File: config.mk
export PLATFORM = sky130hd
export DESIGN_NAME = banked_gpio_ctrl
export DESIGN_NICKNAME = d
export VERILOG_FILES = /design/src/rtl/gpio_bank_pkg.sv /design/src/rtl/gpio_sync.sv /design/src/rtl/gpio_bank.sv /design/src/rtl/banked_gpio_ctrl.sv
export SDC_FILE = /design/constraint.sdc
export NUM_CORES = 1
export LEC_CHECK = 0
export ABC_AREA = 1
export BUFFER_PORTS_ARGS = -buffer_cell sky130_fd_sc_hd__buf_2
export CORE_MARGIN = 2
export CORE_UTILIZATION = 57
export DETAILED_ROUTE_END_ITERATION = 8
export GPL_ROUTABILITY_DRIVEN = 0
export PLACE_DENSITY_LB_ADDON = 0.12
export SKIP_LAST_GASP = 1
export SLEW_MARGIN = 15
export SYNTH_ARGS = -nofsm -noshare
export SYNTH_HDL_FRONTEND = slang
export SYNTH_SLANG_ARGS = --single-unit
File: constraint.sdc
create_clock -name clk -period 1.33 [get_ports clk]
set_input_delay 0.0665 -clock clk [delete_from_list [all_inputs] [get_ports clk]]
set_output_delay 0.0665 -clock clk [all_outputs]
set_load 0.01 [all_outputs]
File: src/rtl/gpio_bank_pkg.sv
package gpio_bank_pkg;
   // word offsets inside a 64-byte bank window (byte offset >> 2)
   localparam logic [3:0] OFF_MSTAT  = 4'h0;
   localparam logic [3:0] OFF_RSTAT  = 4'h1;
   localparam logic [3:0] OFF_MASK   = 4'h2;
   localparam logic [3:0] OFF_UNMASK = 4'h3;
   localparam logic [3:0] OFF_DIR    = 4'h4;
   localparam logic [3:0] OFF_DOUT   = 4'h5;
   localparam logic [3:0] OFF_DIN    = 4'h6;
   localparam logic [3:0] OFF_MODE   = 4'h8;
   localparam int unsigned WIN_BITS  = 6;
endpackage

File: src/rtl/gpio_sync.sv
module gpio_sync #(
   parameter int unsigned W      = 8,
   parameter int unsigned STAGES = 2
) (
   input  logic         clk,
   input  logic         rst_n,
   input  logic [W-1:0] d,
   output logic [W-1:0] q
);
   if (STAGES < 2) begin : g_bad_stages
      $error("gpio_sync needs at least two stages");
   end

   logic [W-1:0] stg [STAGES];

   always_ff @(posedge clk or negedge rst_n) begin
      if (!rst_n) begin
         for (int i = 0; i < STAGES; i++) stg[i] <= '0;
      end else begin
         stg[0] <= d;
         for (int i = 1; i < STAGES; i++) stg[i] <= stg[i-1];
      end
   end

   assign q = stg[STAGES-1];
endmodule

File: src/rtl/gpio_bank.sv
module gpio_bank
   import gpio_bank_pkg::*;
#(
   parameter int unsigned W = 8
) (
   input  logic         clk,
   input  logic         rst_n,
   input  logic         wr_en,
   input  logic [3:0]   off,
   input  logic [W-1:0] wdata,
   input  logic [W-1:0] pin_sync,
   output logic [W-1:0] dir_q,
   output logic [W-1:0] dout_q,
   output logic [W-1:0] rdata,
   output logic         bank_irq
);
   logic [W-1:0] mask_q, mode_q, stat_q, prev_q;
   logic [W-1:0] edge_evt, lvl_evt, evt, clr, masked;

   assign edge_evt = pin_sync & ~prev_q & ~mode_q;
   assign lvl_evt  = pin_sync & mode_q;
   assign evt      = edge_evt | lvl_evt;
   assign clr      = (wr_en && off == OFF_RSTAT) ? wdata : '0;
   assign masked   = stat_q & ~mask_q;
   assign bank_irq = |masked;

   always_ff @(posedge clk or negedge rst_n) begin
      if (!rst_n) begin
         dir_q  <= '1;
         dout_q <= '0;
         mask_q <= '1;
         mode_q <= '0;
         stat_q <= '0;
         prev_q <= '0;
      end else begin
         prev_q <= pin_sync;
         stat_q <= (stat_q & ~clr) | evt;
         if (wr_en) begin
            case (off)
               OFF_DIR:    dir_q  <= wdata;
               OFF_DOUT:   dout_q <= wdata;
               OFF_MASK:   mask_q <= mask_q | wdata;
               OFF_UNMASK: mask_q <= mask_q & ~wdata;
               OFF_MODE:   mode_q <= wdata;
               default:    ;
            endcase
         end
      end
   end

   always_comb begin
      case (off)
         OFF_MSTAT: rdata = masked;
         OFF_RSTAT: rdata = stat_q;
         OFF_MASK:  rdata = mask_q;
         OFF_DIR:   rdata = dir_q;
         OFF_DOUT:  rdata = dout_q;
         OFF_DIN:   rdata = pin_sync;
         OFF_MODE:  rdata = mode_q;
         default:   rdata = '0;
      endcase
   end


   edge_sets_chk: assert property (@(posedge clk) disable iff (!rst_n)
      (edge_evt != '0) |=> ((stat_q & $past(edge_evt)) == $past(edge_evt)));

   level_holds_chk: assert property (@(posedge clk) disable iff (!rst_n)
      (lvl_evt != '0) |=> ((stat_q & $past(lvl_evt)) == $past(lvl_evt)));

   clear_takes_chk: assert property (@(posedge clk) disable iff (!rst_n)
      (clr != '0) |=> ((stat_q & $past(clr & ~evt)) == '0));

   mask_set_chk: assert property (@(posedge clk) disable iff (!rst_n)
      (wr_en && off == OFF_MASK) |=> ((mask_q & $past(wdata)) == $past(wdata)));

   unmask_clr_chk: assert property (@(posedge clk) disable iff (!rst_n)
      (wr_en && off == OFF_UNMASK) |=> ((mask_q & $past(wdata)) == '0));
endmodule

File: src/rtl/banked_gpio_ctrl.sv
module banked_gpio_ctrl
   import gpio_bank_pkg::*;
#(
   parameter int unsigned NUM_BANKS   = 4,
   parameter int unsigned BANK_W      = 8,
   parameter int unsigned DATA_W      = 32,
   parameter int unsigned ADDR_W      = 8,
   parameter int unsigned SYNC_STAGES = 2,
   localparam int unsigned NPINS      = NUM_BANKS * BANK_W,
   localparam int unsigned SEL_W      = $clog2(NUM_BANKS)
) (
   input  logic              clk,
   input  logic              rst_n,
   input  logic [ADDR_W-1:0] bus_addr,
   input  logic [DATA_W-1:0] bus_wdata,
   input  logic              bus_we,
   input  logic              bus_re,
   output logic [DATA_W-1:0] bus_rdata,
   input  logic [NPINS-1:0]  pad_in,
   output logic [NPINS-1:0]  pad_out,
   output logic [NPINS-1:0]  pad_oe,
   output logic              irq
);
   if (NUM_BANKS < 2 || (1 << SEL_W) != NUM_BANKS) begin : g_bad_banks
      $error("NUM_BANKS must be a power of two, at least 2");
   end
   if (BANK_W > DATA_W) begin : g_bad_width
      $error("BANK_W must not exceed DATA_W");
   end
   if (ADDR_W != SEL_W + WIN_BITS) begin : g_bad_addr
      $error("ADDR_W must equal bank select bits plus window bits");
   end

   logic [SEL_W-1:0] bank_sel;
   logic [3:0]       off;
   logic [NPINS-1:0] pin_sync;
   logic [BANK_W-1:0] bank_rd [NUM_BANKS];
   logic [NUM_BANKS-1:0] bank_irq;
   logic unused_bits;

   assign bank_sel    = bus_addr[ADDR_W-1:WIN_BITS];
   assign off         = bus_addr[WIN_BITS-1:2];
   assign unused_bits = ^{bus_addr[1:0], bus_wdata[DATA_W-1:BANK_W]};

   gpio_sync #(.W(NPINS), .STAGES(SYNC_STAGES)) u_sync (
      .clk   (clk),
      .rst_n (rst_n),
      .d     (pad_in),
      .q     (pin_sync)
   );

   for (genvar b = 0; b < NUM_BANKS; b++) begin : g_bank
      logic [BANK_W-1:0] dir_q;
      logic [BANK_W-1:0] dout_q;

      gpio_bank #(.W(BANK_W)) u_bank (
         .clk      (clk),
         .rst_n    (rst_n),
         .wr_en    (bus_we && bank_sel == SEL_W'(b)),
         .off      (off),
         .wdata    (bus_wdata[BANK_W-1:0]),
         .pin_sync (pin_sync[b*BANK_W +: BANK_W]),
         .dir_q    (dir_q),
         .dout_q   (dout_q),
         .rdata    (bank_rd[b]),
         .bank_irq (bank_irq[b])
      );

      assign pad_out[b*BANK_W +: BANK_W] = dout_q;
      assign pad_oe[b*BANK_W +: BANK_W]  = ~dir_q;
   end

   assign irq       = |bank_irq;
   assign bus_rdata = bus_re ? DATA_W'(bank_rd[bank_sel]) : '0;


   idle_read_zero_chk: assert property (@(posedge clk) disable iff (!rst_n)
      (!bus_re) |-> (bus_rdata == '0));
endmodule

# Word-level counts from Yosys, hierarchy flattened
# Index checks and enable logic that the tools add are counted.
[totals] register_bits=256 in_bits=76 out_inout_bits=97 word_cells=139
[classes] order_cmp=1 n_eq_ne=10 n_mux=16 bitwise_logic=58 n_reduce_logical=28
[op_table] cell="8-bit case mux with 7 select lines" n=4
[op_table] cell="8-bit AND" n=24
[op_table] cell="8-bit NOT" n=21
[op_table] cell="8-bit bitwise OR" n=12
[op_table] cell="8-bit case mux with 2 select lines" n=4
[op_table] cell="8-bit two-way mux" n=7
[op_table] cell="2-bit AND reduction" n=16
[op_table] cell="32-bit OR reduction" n=1
[op_table] cell="8-bit binary-select mux with 2-bit select" n=1
[op_table] cell="4-bit by 3-bit equality test with 1-bit output (second input constant)" n=3
[op_table] cell="4-bit by 2-bit equality test with 1-bit output (second input constant)" n=2
[op_table] cell="1-bit logical AND" n=8
[op_table] cell="2-bit equality test (second input constant)" n=2
[op_table] cell="4-bit by 1-bit equality test with 1-bit output (second input constant)" n=1
[op_table] cell="4-bit equality test (second input constant)" n=1
[op_table] cell="4-bit logical NOT" n=1
[op_table] cell="3-bit >= comparator (second input constant)" n=1
[op_table] cell="2-bit NOT with 3-bit output" n=1
[op_table] cell="2-bit by 1-bit equality test with 1-bit output (second input constant)" n=1
[op_table] cell="2-bit logical NOT" n=1
[op_table] cell="2-bit nonzero test" n=1

# Longest topological paths before layout
[depth] word_depth=7 mapped_depth=12 ltp_nobuf=11

# Modules after synthesis
# From an unflattened synthesis, not the netlist that was laid out.
[unflattened] hier_cells=1633 hier_area_um2=13137.6
[by_module_without_submodules] mod="gpio_bank" instances=4 cells_per_inst=350 area_per_inst_um2=2655.0 seq_area_each_um2=1221.2
[by_module_without_submodules] mod="gpio_sync" instances=1 cells_per_inst=96 area_per_inst_um2=1841.8 seq_area_each_um2=1601.5
[by_module_without_submodules] mod="banked_gpio_ctrl" instances=1 cells_per_inst=137 area_per_inst_um2=675.6 seq_area_each_um2=0.0

# Least setup slack after synthesis
# Ideal clock, no wire load.
[synth_timing] path_type="input to output" from="in bus_addr[3]" to="out bus_rdata[4]" t_arrival_ns=1.236 required_ns=1.263 path_slack_ns=0.027 cell_stages=12 n_path_buf=3 path_cell_list="buf_2 -> nor2_2 -> buf_2 -> buf_2 -> nand3_1 -> nand2_1 -> nor2_1 -> nand2_1 -> nand2_1 -> nand2_1 -> nand2_1 -> nor2_1"
[synth_via] elab_chain_cells=6 word_cells_on_any_way=15 classes_between="eq/ne (6); mux (8); reduce/logical (1)"
[synth_rtl] element="start, declared" line_no="banked_gpio_ctrl.sv:14" text="input logic [ADDR_W-1:0] bus_addr,"
[synth_rtl] element="4-bit equality test (tied with other cells)" line_no="gpio_bank.sv:52" text="case (off)"
[synth_rtl] element="8-bit case mux with 7 select lines" line_no="gpio_bank.sv:52"
[synth_rtl] element="8-bit binary-select mux with 2-bit select (*)" line_no="banked_gpio_ctrl.sv:74" text="assign bus_rdata = bus_re ? DATA_W'(bank_rd[bank_sel]) : '0;"
[synth_rtl] element="8-bit two-way mux (not written as such) (*) (2 in series)" line_no="banked_gpio_ctrl.sv:74"
[synth_rtl] element="8-bit two-way mux (*)" line_no="banked_gpio_ctrl.sv:74"
[synth_rtl] element="end, declared" line_no="banked_gpio_ctrl.sv:18" text="output logic [DATA_W-1:0] bus_rdata,"
# Every way passes the cells marked *; elsewhere a longest branch is shown, timed or not. The select of a mux whose other input is x is not followed.

==> flow_metrics.tcl <==
set metrics [dict create \
    status "finished, violations left" \
    violations "negative setup slack" \
    drc 0 \
    firstDrtPassIters 8 \
    grt_max_degree 51 \
    viasPerCell 5.76 \
    cts.sinks 256 \
    synth_top_area_frac 0.412 \
    n_antenna_cell 0 \
    die_w_um 147 \
    hold_path_class "input pin to register" \
    cts_tree "yes" \
    fin_nets 1791 \
    switchingPower_mw 6.04 \
    post-route-util 0.775 \
    end_kind "primary output" \
    wl_um 40400 \
    coreArea_mm2 0.0202 \
    cts_made_buffers 27 \
    crit_type "register to primary output" \
    clock_power_share 0.361 \
    synth_compound_area_frac 0.0904 \
    cap_violations 0 \
    multiInputGateArea_mm2 0.00458 \
    portBuffers 122 \
    swShare 0.292 \
    ys_ff_latch 256 \
    grt_pass1_vias 10800 \
    fin_crit_sh 1.56 \
    async_reset_ff_frac 1.00 \
    grtUsageTotal 0.370 \
    p_leak_nw 7.74 \
    synth_edf_count 0 \
    nFillCells 1427 \
    internal_power_mw 14.6 \
    cp.arrival_ns 2.01 \
    synth.area.mux_share 0 \
    place.detailed.hpwl_um 27500 \
    hold_viol 0 \
    clock_latency_ns 0.56 \
    synth_cell_types 22 \
    start_kind "register" \
    synth_top_family_by_area "simple AND/OR/NAND/NOR gates" \
    period_needed_ns 2.07 \
    crit_path_max_fanout 2 \
    post_synth.cell_area_avg_um2 8.19 \
    worst_hold_slack_ns 0.130 \
    ff_latch_area_mm2 0.00649 \
    clock_path_buffers 3 \
    antenna_found_initial 0 \
    finalSetupViolations 41 \
    worst_slack_ns -0.744 \
    row_count 52 \
    tightestPinTransition_ns 0.823 \
    synth-xor-area-share 0 \
    powerDensity_mw_per_mm2 1320 \
    synth_ff_type "dfrtp_1" \
    synth_simple_gate_area_frac 0.270 \
    grt_pass1_wl_um 61400 \
    clkSlewWorstSetupHoldPaths_ns 0.07 \
    h-tree-depth 1 \
    yosysWarnings 0 \
    initial_utilization 0.578 \
    slew_headroom 0.451 \
    postRouteAntennaNets 0 \
    drtIter0Drc 1586 \
    p_comb_frac 0.176 \
    num_vias 11600 \
    die_h_um 147 \
    drive_gt1_frac 0.283 \
    syn_to_final_growth_pct 33.9 \
    synthAdderAreaFrac 0 \
    fmax_mhz 482 \
    rsz0062_at_grt "yes" \
    synth.cell_area_mm2 0.0117 \
    io_pins 173 \
    grt-ovfl-total 0 \
    dieArea_mm2 0.0216 \
    seq_area_frac_synth 0.556 \
    seqPwrFrac 0.463 \
    yosys-top-cells-area "dfrtp_1 41%, dfstp_2 14%, nand2_1 12%" \
    total_power_mw 20.7 \
    synth_top_area_cell "dfrtp_1" \
    cts_root_buf "clkbuf_16" \
    peakVddDrop_mv 1.10 \
    netlist_instances 1425 \
    wl_per_cell_um 20.1 \
    slew_violations 0 \
    clock-skew-final_ns 0.0300 \
    cp.required_ns 1.26 \
]
power groups by stage:
| stage | sequential [mW] | combinational [mW] | clock [mW] |
|---|---|---|---|
| 4_1_cts | 9.50 | 3.35 | 7.54 |
| 3_5_place_dp | 9.56 | 3.01 | 0 |
| 2_1_floorplan | 9.33 | 1.41 | 0 |
| 6_report | 9.56 | 3.64 | 7.47 |
| 5_1_grt | 9.62 | 3.91 | 7.85 |
| 3_3_place_gp | 9.55 | 2.92 | 0 |
critical path: stages, from the launching register on:
cell	delay, ns
dfstp_2	0.58
buf_6	0.12
nand3_2	0.08
nand2_1	0.07
nor2_1	0.04
nand2_1	0.10
nand2_1	0.08
nand2_1	0.08
nand2_2	0.07
nor2_2	0.09
buf_2	0.15
kinds of logic (layout without fill, tap and decap cells):
| kind of cell | after synthesis | after routing |
|---|---|---|
| AO/OA/AOI/OAI | 207 | 207 |
| other | 1 | 24 |
| buffers and inverters | 218 | 506 |
| AND/OR/NAND/NOR | 743 | 743 |
| flip-flops | 256 | 256 |
metrics by stage:
stage	std cells	setup slack, ns	area, µm²	TNS (ns)
floorplan	1448	0.0272	11800	0
global placement	1905	-0.330	13800	-10.59
detailed placement	1905	-0.324	13800	-14.62
CTS	2001	-0.697	15400	-10.86
global route	2006	-0.780	15600	-10.39
finish	2006	-0.744	15600	-8.94
layout make-up:
type                    count  area share
flip-flops and latches    256       0.415
multi-input cells         974       0.293
repair buffers            339       0.186
clock buffers              39      0.0493
inverters                 117      0.0281
well taps                 270      0.0216
clock inverters            11     0.00681
timing repair:
| action | 4_1_cts | 5_1_grt |
|---|---|---|
| buffers inserted | 7 | 12 |
| setup endpoints to repair | 43 | 59 |
| hold endpoints to repair | 321 | 0 |
| hold buffers | 43 | 0 |
| resized for setup | 71 | 72 |
| pin swaps | 40 | 24 |
metal layers:
layer | global-route usage | wire (µm) | vias to the layer above
met5 | 0 | 0 | -
met4 | 0.140 | 1460 | 0
met3 | 0.0792 | 4650 | 121
met2 | 0.563 | 18300 | 796
met1 | 0.528 | 15900 | 5494
li1 | - | - | 5142
synth_stat cells, drive strengths merged (7+ instances only):
library cell  instances
nor2                132
nand3               223
o21ai               168
a31oi                15
clkbuf               25
nand2               372
inv                 117
buf                  76
dfstp                64
nor3                  7
a21oi                24
dfrtp               192
nor4                  8
layout by cell type, fill, tap and decap left out, drive strengths merged:
master,count
a21oi,24
a31oi,15
and3,1
buf,296
bufinv,1
clkbuf,39
clkinv,6
clkinvlp,3
conb,24
dfrtp,192
dfstp,64
dlygate4sd3,42
dlymetal6s4s,1
inv,118
nand2,372
nand3,223
nor2,132
nor3,7
nor4,8
o21ai,168
worst paths after layout:
kind                                      from      endpoint  slack, ns  cells after the start
worst max-delay path                  register  bus_rdata[3]      -0.74                     10
worst min-delay path               bus_addr[7]      register       0.13                      7
worst max register to register        register      register       0.29                      4
worst min register to register  u_sync.stg[60]  u_sync.q[28]       0.34                      0
max in group asynchronous                rst_n  u_sync.q[21]       0.27                      3
min in group asynchronous                rst_n     async pin       0.16                      2
No activity file was read; power rests on OpenSTA's default activity.
